### src/rtl/extint_pkg.sv
package extint_pkg;
  localparam int PIN_COUNT = 4;
  localparam int SEL_W = $clog2(PIN_COUNT);

  typedef logic [1:0] trigMode_t;

  typedef struct packed {
    logic [PIN_COUNT-1:0] setPend;
    logic [PIN_COUNT-1:0] clrPend;
    logic [1:0]           tmrPulse;
  } extStrobe_t;
endpackage

### src/rtl/extint_dp.sv
module extint_dp
  import extint_pkg::*;
#(
  parameter int SYNC_STAGES = 2,
  parameter int FILT_MATCH  = 2,
  parameter int DIV_MID     = 16,
  parameter int DIV_SLOW    = 64
) (
  input  logic                                clk,
  input  logic                                rstN,
  input  logic [PIN_COUNT-1:0]                pinIn,
  input  logic                                cfgWrEn,
  input  logic [SEL_W-1:0]                    cfgSel,
  input  logic [1:0]                          cfgMode,
  input  logic                                cfgEnable,
  input  logic [1:0]                          filtSel,
  input  extStrobe_t                          strobe,
  output logic [PIN_COUNT-1:0]                condLvl,
  output logic [PIN_COUNT-1:0]                riseEvt,
  output logic [PIN_COUNT-1:0]                fallEvt,
  output logic [PIN_COUNT-1:0][1:0]           modeQ,
  output logic [PIN_COUNT-1:0]                enQ,
  output logic [PIN_COUNT-1:0]                pendQ,
  output logic [1:0]                          tmrEvt
);
  localparam int PRE_W = $clog2(DIV_SLOW);
  localparam int MID_W = $clog2(DIV_MID);
  localparam int MW    = $clog2(FILT_MATCH + 1);
  localparam logic [MW-1:0] MATCH_LAST = MW'(FILT_MATCH - 1);

  logic [PIN_COUNT-1:0][SYNC_STAGES-1:0] syncChain;
  logic [PIN_COUNT-1:0] syncLvl;
  logic [PIN_COUNT-1:0] prevLvl;
  logic [PRE_W-1:0]     preCnt;
  logic [MW-1:0]        matchCnt;
  logic                 filtLvl;
  logic                 sampleTick;

  // Synchroniser chains, one per pin
  always_ff @(posedge clk or negedge rstN) begin
    if (!rstN) begin
      syncChain <= '0;
    end else begin
      for (int p = 0; p < PIN_COUNT; p++) begin
        syncChain[p] <= {syncChain[p][SYNC_STAGES-2:0], pinIn[p]};
      end
    end
  end

  always_comb begin
    for (int p = 0; p < PIN_COUNT; p++) syncLvl[p] = syncChain[p][SYNC_STAGES-1];
  end

  // Free-running prescaler for the filter sample tick
  always_ff @(posedge clk or negedge rstN) begin
    if (!rstN) preCnt <= '0;
    else       preCnt <= preCnt + 1'b1;
  end

  always_comb begin
    unique case (filtSel)
      2'd0:    sampleTick = 1'b1;
      2'd1:    sampleTick = (preCnt[MID_W-1:0] == '1);
      default: sampleTick = (preCnt == '1);
    endcase
  end

  // Glitch filter on the last pin: the level must differ on consecutive ticks
  always_ff @(posedge clk or negedge rstN) begin
    if (!rstN) begin
      filtLvl  <= 1'b0;
      matchCnt <= '0;
    end else if (sampleTick) begin
      if (syncLvl[PIN_COUNT-1] == filtLvl) begin
        matchCnt <= '0;
      end else if (matchCnt == MATCH_LAST) begin
        filtLvl  <= syncLvl[PIN_COUNT-1];
        matchCnt <= '0;
      end else begin
        matchCnt <= matchCnt + 1'b1;
      end
    end
  end

  assign condLvl = {filtLvl, syncLvl[PIN_COUNT-2:0]};

  always_ff @(posedge clk or negedge rstN) begin
    if (!rstN) prevLvl <= '0;
    else       prevLvl <= condLvl;
  end

  assign riseEvt = condLvl & ~prevLvl;
  assign fallEvt = ~condLvl & prevLvl;

  // Configuration registers and pending flags
  always_ff @(posedge clk or negedge rstN) begin
    if (!rstN) begin
      modeQ <= '0;
      enQ   <= '0;
      pendQ <= '0;
    end else begin
      for (int p = 0; p < PIN_COUNT; p++) begin
        if (cfgWrEn && cfgSel == SEL_W'(p)) begin
          modeQ[p] <= cfgMode;
          enQ[p]   <= cfgEnable;
          pendQ[p] <= 1'b0;
        end else if (strobe.setPend[p]) begin
          pendQ[p] <= 1'b1;
        end else if (strobe.clrPend[p]) begin
          pendQ[p] <= 1'b0;
        end
      end
    end
  end

  always_ff @(posedge clk or negedge rstN) begin
    if (!rstN) tmrEvt <= '0;
    else       tmrEvt <= strobe.tmrPulse;
  end
endmodule

### src/rtl/extint_ctl.sv
module extint_ctl
  import extint_pkg::*;
#(
  parameter int         LEVEL_PINS = 2,
  parameter logic [7:0] VEC_BASE   = 8'h03,
  parameter logic [7:0] VEC_STEP   = 8'h08
) (
  input  logic [PIN_COUNT-1:0]      condLvl,
  input  logic [PIN_COUNT-1:0]      riseEvt,
  input  logic [PIN_COUNT-1:0]      fallEvt,
  input  logic [PIN_COUNT-1:0][1:0] modeQ,
  input  logic [PIN_COUNT-1:0]      enQ,
  input  logic [PIN_COUNT-1:0]      pendQ,
  input  logic                      irqAck,
  output extStrobe_t                strobe,
  output logic                      irqReq,
  output logic [7:0]                irqVector
);
  logic [PIN_COUNT-1:0] edgeHit;
  logic [PIN_COUNT-1:0] levelAct;
  logic [PIN_COUNT-1:0] active;
  logic [SEL_W-1:0]     winner;

  for (genvar g = 0; g < PIN_COUNT; g++) begin : g_pin
    if (g < LEVEL_PINS) begin : g_lvl
      assign edgeHit[g]  = (modeQ[g] == 2'd0 && riseEvt[g]) ||
                           (modeQ[g] == 2'd1 && fallEvt[g]);
      assign levelAct[g] = (modeQ[g] == 2'd2 &&  condLvl[g]) ||
                           (modeQ[g] == 2'd3 && !condLvl[g]);
    end else begin : g_both
      assign edgeHit[g]  = (modeQ[g] == 2'd0 && riseEvt[g]) ||
                           (modeQ[g] == 2'd1 && fallEvt[g]) ||
                           (modeQ[g][1] && (riseEvt[g] || fallEvt[g]));
      assign levelAct[g] = 1'b0;
    end
    assign active[g] = enQ[g] && (pendQ[g] || levelAct[g]);
  end

  // Fixed priority: lowest pin index wins
  always_comb begin
    winner = '0;
    for (int p = PIN_COUNT - 1; p >= 0; p--) begin
      if (active[p]) winner = SEL_W'(p);
    end
  end

  assign irqReq    = |active;
  assign irqVector = irqReq ? VEC_BASE + VEC_STEP * {{(8-SEL_W){1'b0}}, winner} : 8'h00;

  always_comb begin
    strobe.setPend  = enQ & edgeHit;
    strobe.clrPend  = '0;
    if (irqAck && irqReq) strobe.clrPend[winner] = 1'b1;
    strobe.tmrPulse = edgeHit[PIN_COUNT-1:PIN_COUNT-2];
  end
endmodule

### src/rtl/extint_unit.sv
module extint_unit
  import extint_pkg::*;
#(
  parameter int SYNC_STAGES = 2,
  parameter int FILT_MATCH  = 2,
  parameter int DIV_MID     = 16,
  parameter int DIV_SLOW    = 64
) (
  input  logic       clk,
  input  logic       rstN,
  input  logic [3:0] pinIn,
  input  logic       cfgWrEn,
  input  logic [1:0] cfgSel,
  input  logic [1:0] cfgMode,
  input  logic       cfgEnable,
  input  logic [1:0] filtSel,
  input  logic       irqAck,
  output logic       irqReq,
  output logic [7:0] irqVector,
  output logic [1:0] tmrEvt
);
  extStrobe_t                 strobe;
  logic [PIN_COUNT-1:0]       condLvl, riseEvt, fallEvt, enQ, pendQ;
  logic [PIN_COUNT-1:0][1:0]  modeQ;

  extint_dp #(
    .SYNC_STAGES(SYNC_STAGES), .FILT_MATCH(FILT_MATCH),
    .DIV_MID(DIV_MID), .DIV_SLOW(DIV_SLOW)
  ) u_dp (
    .clk(clk), .rstN(rstN), .pinIn(pinIn),
    .cfgWrEn(cfgWrEn), .cfgSel(cfgSel), .cfgMode(cfgMode), .cfgEnable(cfgEnable),
    .filtSel(filtSel), .strobe(strobe),
    .condLvl(condLvl), .riseEvt(riseEvt), .fallEvt(fallEvt),
    .modeQ(modeQ), .enQ(enQ), .pendQ(pendQ), .tmrEvt(tmrEvt)
  );

  extint_ctl u_ctl (
    .condLvl(condLvl), .riseEvt(riseEvt), .fallEvt(fallEvt),
    .modeQ(modeQ), .enQ(enQ), .pendQ(pendQ), .irqAck(irqAck),
    .strobe(strobe), .irqReq(irqReq), .irqVector(irqVector)
  );
endmodule

### config.mk
export PLATFORM = sky130hd
export DESIGN_NAME = extint_unit
export DESIGN_NICKNAME = d
export VERILOG_FILES = /design/src/rtl/extint_pkg.sv /design/src/rtl/extint_dp.sv /design/src/rtl/extint_ctl.sv /design/src/rtl/extint_unit.sv
export SDC_FILE = /design/constraint.sdc
export NUM_CORES = 1
export LEC_CHECK = 0
export BUFFER_PORTS_ARGS = -buffer_cell sky130_fd_sc_hd__buf_2
export CAP_MARGIN = 10
export CORE_UTILIZATION = 40
export DETAILED_ROUTE_END_ITERATION = 6
export PLACE_DENSITY = 0.65
export SYNTH_ARGS = -nofsm -noshare
export SYNTH_HDL_FRONTEND = slang
export SYNTH_HIERARCHICAL = 1
export SYNTH_SLANG_ARGS = --single-unit
export TNS_END_PERCENT = 10
### constraint.sdc
create_clock -name clk -period 2.3 [get_ports clk]
set_input_delay 0.23 -clock clk [delete_from_list [all_inputs] [get_ports clk]]
set_output_delay 0.23 -clock clk [all_outputs]
set_load 0.02 [all_outputs]
# == Word-level counts from Yosys, hierarchy flattened ==
# Cells that the tools add are included.
# word_totals
out_inout_bits,11
register_bits,39
input_bits,15
elab_cells,121
# op_classes
mux,23
addsub,3
eq_ne,16
n_bitwise,6
order_cmp,2
n_reduce_logical,50
# op_table
cell,n
1-bit logical AND,24
"2-bit by 1-bit == test with 1-bit output, second input constant",7
1-bit 2-to-1 mux,13
4-bit AND,3
"2-bit == test, second input constant",6
2-bit zero test,6
1-bit logical OR,12
2-bit 2-to-1 mux,6
3-bit nonzero test,4
8-bit 2-to-1 mux,1
4-bit NOT,2
"2-bit by 5-bit adder with 6-bit output, first input constant",1
"6-bit by 1-bit adder with 6-bit output, second input constant",1
"6-bit == test, second input constant",1
"4-bit == test, second input constant",1
4-bit 2-to-1 mux,1
4-bit OR reduction,1
"2-bit by 3-bit < comparator with 1-bit output, second input constant",1
3-bit AND reduction,1
"2-bit by 1-bit adder with 2-bit output, second input constant",1
1-bit demux with 2-bit select,1
"2-bit by 1-bit >= comparator with 1-bit output, second input constant",1
1-bit zero test,2
1-bit one-hot mux with 2 select lines,1
other kinds (2),2

# == Longest topological paths before layout ==
# logic_depth
depth_word,15
mapped_depth,7
mapped_depth_nobuf,6

# == Hierarchy ==
# The synthesis kept the hierarchy.
# modules_own_cells
module,seq_area_each_um2,instances,area_per_inst_um2,cells_per_inst
extint_dp,975.9,1,1443.9,97
extint_ctl,0.0,1,266.5,37

# == Worst setup path after synthesis ==
# OpenSTA, ideal clock, no wires.
# synth_timing
path_type,flip-flop to output port
start,"reg u_dp.syncChain, in the netlist u_dp/condLvl[1]"
end,out irqVector[4]
required_ns,2.070
t_arrival_ns,1.299
n_path_buf,1
path_slack_ns,0.771
path_stages_with_launch,5
path_cell_list,dfrtp_1 -> buf_4 -> xnor2_1 -> o21ai_1 -> nor3_1
# synth_between
elab_chain_len,9
elab_cells_between_ends,11
classes_between,add/sub (1); mux (3); reduce/logical (7)
# synth_rtl
element,line_no,rtl
"start, declared",extint_dp.sv:31,logic [PIN_COUNT-1:0][SYNC_STAGES-1:0] syncChain;
"start signal, assigned by index",extint_dp.sv:45,"syncChain[p] <= {syncChain[p][SYNC_STAGES-2:0], pinIn[p]};"
1-bit zero test,extint_ctl.sv:29,(modeQ[g] == 2'd3 && !condLvl[g]);
1-bit logical AND,extint_ctl.sv:29,
1-bit logical OR *,extint_ctl.sv:28,assign levelAct[g] = (modeQ[g] == 2'd2 && condLvl[g]) ||
1-bit logical OR *,extint_ctl.sv:36,assign active[g] = enQ[g] && (pendQ[g] || levelAct[g]);
1-bit logical AND *,extint_ctl.sv:36,
2-bit 2-to-1 mux (2 in series),extint_ctl.sv:43,if (active[p]) winner = SEL_W'(p);
2-bit by 5-bit adder with 6-bit output,extint_ctl.sv:48,"assign irqVector = irqReq ? VEC_BASE + VEC_STEP * {{(8-SEL_W){1'b0}}, winner} : 8'h00;"
8-bit 2-to-1 mux *,extint_ctl.sv:48,
"end, declared",extint_unit.sv:19,"output logic [7:0] irqVector,"
# Every way passes the cells marked *; elsewhere a longest branch is shown, timed or not.

# == Worst setup path in the final report ==
# layout_timing
start,reg u_dp/modeQ[2] (netlist name)
end,out irqVector[4]
# layout_between
elab_chain_len,9
elab_cells_between_ends,12
classes_between,add/sub (1); eq/ne (2); mux (3); reduce/logical (6)
# layout_rtl
element,line_no,rtl
"start, declared",extint_dp.sv:21,"output logic [PIN_COUNT-1:0][1:0] modeQ,"
"start signal, assigned by index",extint_dp.sv:104,modeQ[p] <= cfgMode;
"2-bit == test, on equally long branches","extint_ctl.sv:28, extint_ctl.sv:29",
"1-bit logical AND, on equally long branches","extint_ctl.sv:28, extint_ctl.sv:29",
1-bit logical OR *,extint_ctl.sv:28,
1-bit logical OR *,extint_ctl.sv:36,
1-bit logical AND *,extint_ctl.sv:36,
2-bit 2-to-1 mux (2 in series),extint_ctl.sv:43,
2-bit by 5-bit adder with 6-bit output,extint_ctl.sv:48,
8-bit 2-to-1 mux *,extint_ctl.sv:48,
# Marks and branches as above.

==> impl_metrics.py <==
metrics = {
    "grt": {
        "grt_antenna_before_repair": 0,
        "grt_pass1_wl_mm": 4.74,
        "grt_pass1_vias": 1085,
        "grtUsageTotal_pct": 14.6,
        "grt_max_degree": 40,
        "grt_overflow": 0,
    },
    "drt": {
        "firstDrtPassIters": 4,
        "drt-vias-per-instance": 5.02,
        "route.detailed.drc": 0,
        "antenna_left": 0,
        "via_count": 1035,
        "routed_wl_mm": 2.73,
        "drt-wirelength-per-cell_um": 13.3,
        "drt_iter0_markers": 32,
    },
    "power": {
        "internal-power_mw": 1.23,
        "powerDensity_mw_per_mm2": 942,
        "seq_power_share_pct": 49.5,
        "power.share.switching_pct": 31.0,
        "combinationalPowerShare_pct": 26.6,
        "irDropWorstVdd_mv": 0.412,
        "p_clk_share_pct": 23.9,
        "p_sw_mw": 0.554,
        "p_leak_nw": 0.860,
    },
    "sta": {
        "drv_slew": 0,
        "hold_viol_final": 0,
        "post-route-period-util_pct": 74.0,
        "fin_setup_tns_ps": 0,
        "fin_skew_ps": 3.54,
        "maxSlewHeadroom_pct": 44.2,
        "tightest_slew_ps": 836,
        "hold_ws_ps": 48.0,
        "setup_viol": 0,
        "rsz0062_at_grt": "false",
        "fmax_ghz": 0.588,
        "setup_slack_ps": 599,
        "layout_min_cycle_time_ps": 1700,
    },
    "synthesis": {
        "synthesis.instances": 132,
        "synth_area_mm2": 0.00170,
        "syn_area_per_cell_um2": 12.8,
        "yosysWarnings": 6,
    },
    "worst_setup_path": {
        "crit_chain": "xnor2_1 > o21ai_1 > nor3_1 > buf_2",
        "critPathMaxStageDelay_ps": 410,
        "required_ps": 2070,
        "path_delay_family": "flip-flops",
        "cp-start-kind": "register",
        "critical-path-slowest-cell": "dfrtp_1",
        "critical_path_class": "reg2out",
        "path_buf_inv": 1,
        "worst_setup_path_end_kind": "output pin",
        "worstSetupPathDepth": 4,
        "cp_data_arrival_time_ps": 1470,
        "path_max_fanout": 4,
        "rr_worst_depth": 5,
    },
    "placement": {
        "port_buffers": 21,
        "place_ws_ps": 776,
        "dp.final_hpwl_mm": 2.00,
        "gp_congestion": 0.718,
        "placed_area_mm2": 0.00181,
    },
    "die": {
        "start_util_pct": 42.1,
        "die-area_mm2": 0.00450,
        "num_io_pins": 26,
        "core_mm2": 0.00403,
        "die_height_um": 67.1,
        "die_w_um": 67.1,
        "rows": 23,
    },
    "finish": {
        "drive_above_1_share_pct": 29.5,
        "diodes": 0,
        "fin_area_mm2": 0.00190,
        "fin_nets": 171,
        "final_common_cell": "dfrtp_1",
        "area.growth.synth_to_final_pct": 11.8,
        "most-common-layout-cells": "dfrtp_1, buf_2, mux2_2, nor2b_1, o21a_1",
    },
    "clocking": {
        "clock_sinks": 39,
        "cts_buffer_depth": 2,
        "postCtsSetupBuffers": 0,
        "cts.clk_slew.worst_paths_ps": 70,
        "insertion_delay_ps": 280,
        "ctsHoldBuffers": 0,
        "cts-buffers-inserted": 5,
        "clock-root-buffer": "clkbuf_8",
        "cts_resized": 0,
        "ctsHtreeMaxLevel": 2,
        "cts_tree": "done",
    },
    "run_status": {
        "status": "finished clean",
    },
    "job": {
        "maxCapViolCount": 0,
    },
    "worst_hold_path": {
        "hp-class": "in2async",
    },
}
-- metrics by stage --
stage | utilization [%] | cells | total power, mW
after detailed placement | 45.0 | 198 | 1.37
after global placement | 45.0 | 198 | 1.35
after floorplan | - | 135 | 1.26
final | 47.0 | 206 | 1.79
after CTS | 47.0 | 206 | 1.81
after global routing | 47.0 | 206 | 1.91
-- worst register-to-register path, delay by kind of cell (launching register included) --
kind,cells,cell delay (ps)
mux,1,280
compound gates,2,370
simple gates,2,330
flops,1,430
-- flip-flops by register name, summed over array words and instances, names as in the netlist --
register        cells
u_dp/enQ            4
u_dp/modeQ          8
u_dp/filtLvl        1
u_dp/preCnt         6
u_dp/matchCnt       2
u_dp/condLvl        3
u_dp/prevLvl        4
u_dp/tmrEvt         2
u_dp/syncChain      5
u_dp/pendQ          4
-- final timing paths --
path                                        start           endpoint  slack (ps)
worst max-delay path                u_dp/modeQ[2]       irqVector[4]         600
worst min-delay path                         rstN        u_dp/enQ[1]          50
worst max register to register       u_dp/filtLvl      u_dp/pendQ[3]         780
worst min register to register  u_dp/syncChain[2]    u_dp/condLvl[1]         350
max in group asynchronous                    rstN     u_dp/preCnt[0]        1720
min in group clk                         pinIn[3]  u_dp/syncChain[6]          50
-- power groups by stage --
stage	Clock (mW)	Sequential, mW	Combinational [mW]
6_report	0.427	0.884	0.475
5_1_grt	0.474	0.901	0.534
4_1_cts	0.449	0.883	0.479
3_5_place_dp	0	0.897	0.477
3_3_place_gp	0	0.889	0.464
2_1_floorplan	0	0.885	0.378
-- per-layer routing --
| metal | share of wire [%] | wire length [µm] | GRT usage, % | up-vias |
|---|---|---|---|---|
| li1 | - | - | - | 496 |
| met1 | 47 | 1280 | 16.8 | 507 |
| met2 | 47 | 1280 | 24.5 | 27 |
| met3 | 5.1 | 138 | 3.60 | 5 |
| met4 | 1.3 | 35 | 8.78 | 0 |
| met5 | 0 | 0 | 0 | - |
-- layout make-up --
| class | count | area [µm²] |
|---|---|---|
| well taps | 50 | 62.6 |
| clock inverters | 1 | 5.00 |
| flip-flops and latches | 39 | 976 |
| multi-input cells | 85 | 659 |
| fillers | 380 | 2130 |
| repair buffers | 21 | 105 |
| inverters | 3 | 11.3 |
| clock buffers | 7 | 76.3 |
Note: power is estimated with default switching activity, not from simulation.
